File: config.mk
export PLATFORM = sky130hd
export DESIGN_NAME = trng_collector
export DESIGN_NICKNAME = d
export VERILOG_FILES = /design/src/rtl/trng_pkg.sv /design/src/rtl/trng_sync.sv /design/src/rtl/trng_sampler.sv /design/src/rtl/trng_packer.sv /design/src/rtl/trng_regs.sv /design/src/rtl/trng_collector.sv
export SDC_FILE = /design/constraint.sdc
export NUM_CORES = 1
export LEC_CHECK = 0
export ABC_AREA = 1
export BUFFER_PORTS_ARGS = -buffer_cell sky130_fd_sc_hd__buf_4
export CORE_ASPECT_RATIO = 0.9
export CORE_MARGIN = 4
export CORE_UTILIZATION = 57
export CTS_CLUSTER_DIAMETER = 100
export DETAILED_ROUTE_END_ITERATION = 10
export GPL_ROUTABILITY_DRIVEN = 0
export PLACE_DENSITY = 0.79
export SETUP_SLACK_MARGIN = 0.15
export SYNTH_ARGS = -nofsm -noshare
export SYNTH_HDL_FRONTEND = slang
export SYNTH_SLANG_ARGS = --single-unit
File: constraint.sdc
create_clock -name clk -period 1.95 [get_ports clk]
set_input_delay 0.0975 -clock clk [delete_from_list [all_inputs] [get_ports clk]]
set_output_delay 0.0975 -clock clk [all_outputs]
set_load 0.01 [all_outputs]
File: src/rtl/trng_pkg.sv
package trng_pkg;
    localparam int unsigned DEF_NUM_OSC       = 32;
    localparam int unsigned DEF_SAMPLE_CYCLES = 4096;
    localparam int unsigned DEF_WORD_W        = 32;
    localparam int unsigned DEF_SYNC_STAGES   = 2;

    typedef enum logic {
        REG_STATUS = 1'b0,
        REG_DATA   = 1'b1
    } reg_sel_e;

    // State of the sample pairing: which half of a pair is next and the held first half
    typedef struct packed {
        logic second;
        logic held;
    } pair_t;

    // One folded entropy bit with its valid strobe
    typedef struct packed {
        logic valid;
        logic value;
    } ebit_t;

    function automatic int unsigned cnt_width(input int unsigned limit);
        return (limit > 1) ? $clog2(limit) : 1;
    endfunction
endpackage

File: src/rtl/trng_sync.sv
module trng_sync
    import trng_pkg::*;
#(
    parameter int unsigned NUM_OSC     = DEF_NUM_OSC,
    parameter int unsigned SYNC_STAGES = DEF_SYNC_STAGES
) (
    input  logic               clk,
    input  logic               rst,
    input  logic [NUM_OSC-1:0] raw_i,
    output logic [NUM_OSC-1:0] sync_o
);
    generate
        if (SYNC_STAGES == 0) begin : g_bypass
            assign sync_o = raw_i;
        end else begin : g_chain
            logic [NUM_OSC-1:0] stage_q [SYNC_STAGES];
            for (genvar s = 0; s < SYNC_STAGES; s++) begin : g_stage
                always_ff @(posedge clk) begin
                    if (rst) begin
                        stage_q[s] <= '0;
                    end else if (s == 0) begin
                        stage_q[s] <= raw_i;
                    end else begin
                        stage_q[s] <= stage_q[s-1];
                    end
                end
            end
            assign sync_o = stage_q[SYNC_STAGES-1];
        end
    endgenerate
endmodule

File: src/rtl/trng_sampler.sv
module trng_sampler
    import trng_pkg::*;
#(
    parameter int unsigned NUM_OSC       = DEF_NUM_OSC,
    parameter int unsigned SAMPLE_CYCLES = DEF_SAMPLE_CYCLES
) (
    input  logic               clk,
    input  logic               rst,
    input  logic [NUM_OSC-1:0] osc_i,
    output ebit_t              ebit_o
);
    localparam int unsigned CNT_W = cnt_width(SAMPLE_CYCLES);
    localparam logic [CNT_W-1:0] LAST = CNT_W'(SAMPLE_CYCLES - 1);

    logic [CNT_W-1:0] tick_q;
    logic             sample_stb;
    logic             fold;
    pair_t            pair_q;
    ebit_t            ebit_q;

    assign sample_stb = (tick_q == LAST);
    assign fold       = ^osc_i;

    always_ff @(posedge clk) begin
        if (rst) begin
            tick_q <= '0;
        end else if (sample_stb) begin
            tick_q <= '0;
        end else begin
            tick_q <= tick_q + 1'b1;
        end
    end

    always_ff @(posedge clk) begin
        if (rst) begin
            pair_q <= '0;
            ebit_q <= '0;
        end else begin
            ebit_q.valid <= 1'b0;
            if (sample_stb) begin
                if (pair_q.second) begin
                    ebit_q.value  <= pair_q.held ^ fold;
                    ebit_q.valid  <= 1'b1;
                    pair_q.second <= 1'b0;
                end else begin
                    pair_q.held   <= fold;
                    pair_q.second <= 1'b1;
                end
            end
        end
    end

    assign ebit_o = ebit_q;


    ebit_spacing_chk: assert property (@(posedge clk) disable iff (rst)
        ebit_q.valid |=> !ebit_q.valid);


    sample_spacing_chk: assert property (@(posedge clk) disable iff (rst)
        (sample_stb && SAMPLE_CYCLES > 1) |=> !sample_stb);


    pair_order_chk: assert property (@(posedge clk) disable iff (rst)
        ebit_q.valid |-> !pair_q.second);
endmodule

File: src/rtl/trng_packer.sv
module trng_packer
    import trng_pkg::*;
#(
    parameter int unsigned WORD_W = DEF_WORD_W
) (
    input  logic              clk,
    input  logic              rst,
    input  ebit_t             ebit_i,
    input  logic              clear_i,
    output logic [WORD_W-1:0] word_o,
    output logic              ready_o
);
    localparam int unsigned BCNT_W = $clog2(WORD_W + 1);
    localparam logic [BCNT_W-1:0] FULL = BCNT_W'(WORD_W);

    logic [WORD_W-1:0] word_q;
    logic [BCNT_W-1:0] bits_q;
    logic [BCNT_W-1:0] bits_base;

    assign bits_base = clear_i ? '0 : bits_q;

    always_ff @(posedge clk) begin
        if (rst) begin
            word_q <= '0;
            bits_q <= '0;
        end else begin
            if (ebit_i.valid) begin
                word_q <= {word_q[WORD_W-2:0], ebit_i.value};
            end
            if (ebit_i.valid && bits_base != FULL) begin
                bits_q <= bits_base + 1'b1;
            end else begin
                bits_q <= bits_base;
            end
        end
    end

    assign word_o  = word_q;
    assign ready_o = (bits_q == FULL);


    shift_in_chk: assert property (@(posedge clk) disable iff (rst)
        ebit_i.valid |=> word_q[0] == $past(ebit_i.value));


    word_hold_chk: assert property (@(posedge clk) disable iff (rst)
        !ebit_i.valid |=> $stable(word_q));


    clear_drop_chk: assert property (@(posedge clk) disable iff (rst)
        clear_i |=> !ready_o);


    ready_hold_chk: assert property (@(posedge clk) disable iff (rst)
        (ready_o && !clear_i) |=> ready_o);


    ready_rise_chk: assert property (@(posedge clk) disable iff (rst)
        $rose(ready_o) |-> $past(ebit_i.valid));
endmodule

File: src/rtl/trng_regs.sv
module trng_regs
    import trng_pkg::*;
#(
    parameter int unsigned WORD_W = DEF_WORD_W
) (
    input  logic              clk,
    input  logic              rst,
    input  logic              rd_en,
    input  logic              rd_addr,
    input  logic [WORD_W-1:0] word_i,
    input  logic              ready_i,
    output logic              clear_o,
    output logic [WORD_W-1:0] rd_data
);
    reg_sel_e          sel;
    logic [WORD_W-1:0] rd_next;

    assign sel     = reg_sel_e'(rd_addr);
    assign clear_o = rd_en && (sel == REG_DATA);

    always_comb begin
        rd_next = '0;
        if (rd_en) begin
            unique case (sel)
                REG_STATUS: rd_next = {{(WORD_W-1){1'b0}}, ready_i};
                REG_DATA:   rd_next = word_i;
                default:    rd_next = '0;
            endcase
        end
    end

    always_ff @(posedge clk) begin
        if (rst) begin
            rd_data <= '0;
        end else begin
            rd_data <= rd_next;
        end
    end


    idle_zero_chk: assert property (@(posedge clk) disable iff (rst)
        !rd_en |=> rd_data == '0);


    status_pad_chk: assert property (@(posedge clk) disable iff (rst)
        (rd_en && sel == REG_STATUS) |=> rd_data[WORD_W-1:1] == '0);
endmodule

File: src/rtl/trng_collector.sv
module trng_collector
    import trng_pkg::*;
#(
    parameter int unsigned NUM_OSC       = DEF_NUM_OSC,
    parameter int unsigned SAMPLE_CYCLES = DEF_SAMPLE_CYCLES,
    parameter int unsigned WORD_W        = DEF_WORD_W,
    parameter int unsigned SYNC_STAGES   = DEF_SYNC_STAGES
) (
    input  logic               clk,
    input  logic               rst,
    input  logic [NUM_OSC-1:0] osc_i,
    input  logic               rd_en,
    input  logic               rd_addr,
    output logic [WORD_W-1:0]  rd_data
);
    logic [NUM_OSC-1:0] osc_sync;
    ebit_t              ebit;
    logic               clear;
    logic               ready;
    logic [WORD_W-1:0]  word;

    trng_sync #(.NUM_OSC(NUM_OSC), .SYNC_STAGES(SYNC_STAGES)) u_sync (
        .clk(clk), .rst(rst), .raw_i(osc_i), .sync_o(osc_sync)
    );

    trng_sampler #(.NUM_OSC(NUM_OSC), .SAMPLE_CYCLES(SAMPLE_CYCLES)) u_sampler (
        .clk(clk), .rst(rst), .osc_i(osc_sync), .ebit_o(ebit)
    );

    trng_packer #(.WORD_W(WORD_W)) u_packer (
        .clk(clk), .rst(rst), .ebit_i(ebit), .clear_i(clear),
        .word_o(word), .ready_o(ready)
    );

    trng_regs #(.WORD_W(WORD_W)) u_regs (
        .clk(clk), .rst(rst), .rd_en(rd_en), .rd_addr(rd_addr),
        .word_i(word), .ready_i(ready), .clear_o(clear), .rd_data(rd_data)
    );


    read_clear_chk: assert property (@(posedge clk) disable iff (rst)
        (rd_en && rd_addr) |=> !ready);
endmodule

==> metrics.txt <==
post-detail-place hpwl 6840 µm; syn_area_per_cell 7.37 µm²; Hold Fails Final Rpt 0; fin nets 886; asr flop ratio synth 0; critical path arrival 2.07 ns; row count 33; area grow syn2layout 28.9%; die area 0.0113 mm²; Critical Path RT 2.37 ns; worst min-delay path class primary input to register; Setup TNS 0 ns; global route total overflow 0; final setup violating endpoints 0; Die W 112 µm; PwrDens 987 mW/mm²; final WL 11200 µm; top_reg_cell synth dfxtp_1; Synthesized Nets 784; Avg WL per Cell 11.4 µm; later-pin clock latency in the skew report 0.53 ns; RSZ-0062 raised after global routing no; period utilization 0.846; antenna viol nets, final 0; clock skew 0.0112 ns; Worst Tran Pin Value 0.674 ns; synthesized area 0.00551 mm²; first-pass GRT wire length 19300 µm; fin. max-slew vios 0; top-count cell post-synth nand2_1; Leak 3.34 nW; DRC 0; Design Area, Final 0.00710 mm²; status complete, no violations; post-synth top area cell dfxtp_1; max-cap violations 0; Crit Path Max Fanout 11; fmax 606 MHz; CTS clk-pin slew, worst paths 0.06 ns; Pre-antenna DRT Iters 5; initial antenna violation count 0; CP startpoint kind register; CTS tree yes; slew margin rel. 0.551; Seq/Total Area, Yosys 0.545; Max IR drop VDD 0.629 mV; initial core utilization 0.595; Die Height 101 µm; Setup CP Type register to register; via/cell ratio 4.73; DR iter-0 viols 184; clk buf depth 2; TritonCTS buffer count 17; PortBufs 67; critical path capture point type register; GR Util All Layers 0.211; share of cells above drive strength 1 0.142; H-tree Lvls 4; crit path time final 1.65 ns; Yosys reg bits 150; largest net degree at the start of global routing 71; share of the synthesized area in the top cell type 0.545; vias after detailed routing 4657; Clk Tree Root Cell clkbuf_8; ranking of synthesized cells by area dfxtp_1, nand2_1, inv_1, nor2_1, a21oi_1; Core Region 0.00925 mm²; IO Pins 68; Synth cell types 29; Post-Synthesis Cells 747; vias in the first global route 4514; Post-synth EDFFs 0; # diodes 0; YS warnings 0; Synth top cells by count nand2_1, dfxtp_1, inv_1; CTS sink count 150; Post-DP Area 0.00610 mm²
## worst paths after layout
check | startpoint | to | slack, ns | depth (start not counted)
max | u_sampler.tick_q[0] | u_sampler.tick_q[9] | 0.30 | 10
min reg2reg | u_sync.g_chain.stage_q[0][21] | u_sync.g_chain.stage_q[1][21] | 0.40 | 2
min | rst | u_sampler.pair_q[1] | 0.15 | 5
max reg2reg | u_sampler.tick_q[0] | u_sampler.tick_q[9] | 0.30 | 10
## cell type report
| cell class | instances | area [µm²] |
|---|---|---|
| Sequential cell | 150 | 3000 |
| Fill cell | 625 | 2150 |
| Multi-Input combinational cell | 429 | 1880 |
| Timing Repair Buffer | 106 | 896 |
| Inverter | 145 | 544 |
| Clock buffer | 17 | 414 |
| Clock inverter | 15 | 209 |
| Tap cell | 122 | 153 |
## timing repair
action	4_1_cts	5_1_grt
resized for setup	0	7
hold buffers	35	0
hold endpoints to repair	34	0
setup endpoints to repair	0	13
setup buffers	0	0
## state kept, by name (all words and copies together), names as in the netlist
register                flops
u_packer.bits_q             6
u_packer.word_o            32
u_regs.rd_data             32
u_sampler.ebit_o            2
u_sampler.pair_q            2
u_sampler.tick_q           12
u_sync.g_chain.stage_q     64
## per-stage QoR
stage | worst slack [ns] | util | hold slack [ns] | total power [mW] | instances
final | 0.300 | 0.767 | 0.147 | 7.00 | 984
after global routing | 0.153 | 0.767 | 0.159 | 7.28 | 984
after CTS | 0.187 | 0.765 | 0.118 | 7.03 | 984
after detailed placement | 0.207 | 0.660 | 0.304 | 3.60 | 917
after global placement | 0.297 | 0.660 | 0.298 | 3.58 | 917
after floorplan | 0.371 | - | 0.199 | 3.48 | 747
## cells by family after synthesis
| family | share of synthesized area |
|---|---|
| AND/OR/NAND/NOR | 0.247 |
| adder cells (fa/ha/maj) | 0.00227 |
| XOR/XNOR | 0.0143 |
| AO/OA/AOI/OAI | 0.0732 |
| flip-flops | 0.545 |
| buffers and inverters | 0.117 |
## report_power, final
group	internal, mW	switching [mW]	total, mW
logic	0.195	0.248	0.443
registers	3.13	0.0332	3.16
clock network	2.01	1.39	3.40
total	5.34	1.67	7.00
## layer usage
metal | share of wire | track usage
met5 | 0 | 0
met4 | 0.015 | 0.0730
met3 | 0.040 | 0.0663
met2 | 0.51 | 0.385
met1 | 0.43 | 0.236
## critical path, cell delays in order, from the launching register on
cell and delay [ns]:
dfxtp_2 0.34, ha_2 0.20, nand3_2 0.13, nor2_4 0.13, nand3_2 0.10, nor3_4 0.15, nand2_2 0.10, nor2_4 0.12
inv_1 0.09, nand2_4 0.12, nor2_1 0.06
## placed cells by master (no fill, tap or decap), drive strengths merged
master       instances
or2                  2
clkinv               3
o221ai               1
nor2               120
o41ai                1
dfxtp              150
nand4                1
bufinv               3
clkbuf              17
buf                 71
o21ai               37
xnor2                5
ha                   1
nor3b                2
nand2              197
nor4                 1
a21oi               40
nor3                 4
xor2                 4
nand3               13
inv                153
clkinvlp             1
dlygate4sd3         35
Note: power is estimated with default switching activity, not from simulation.
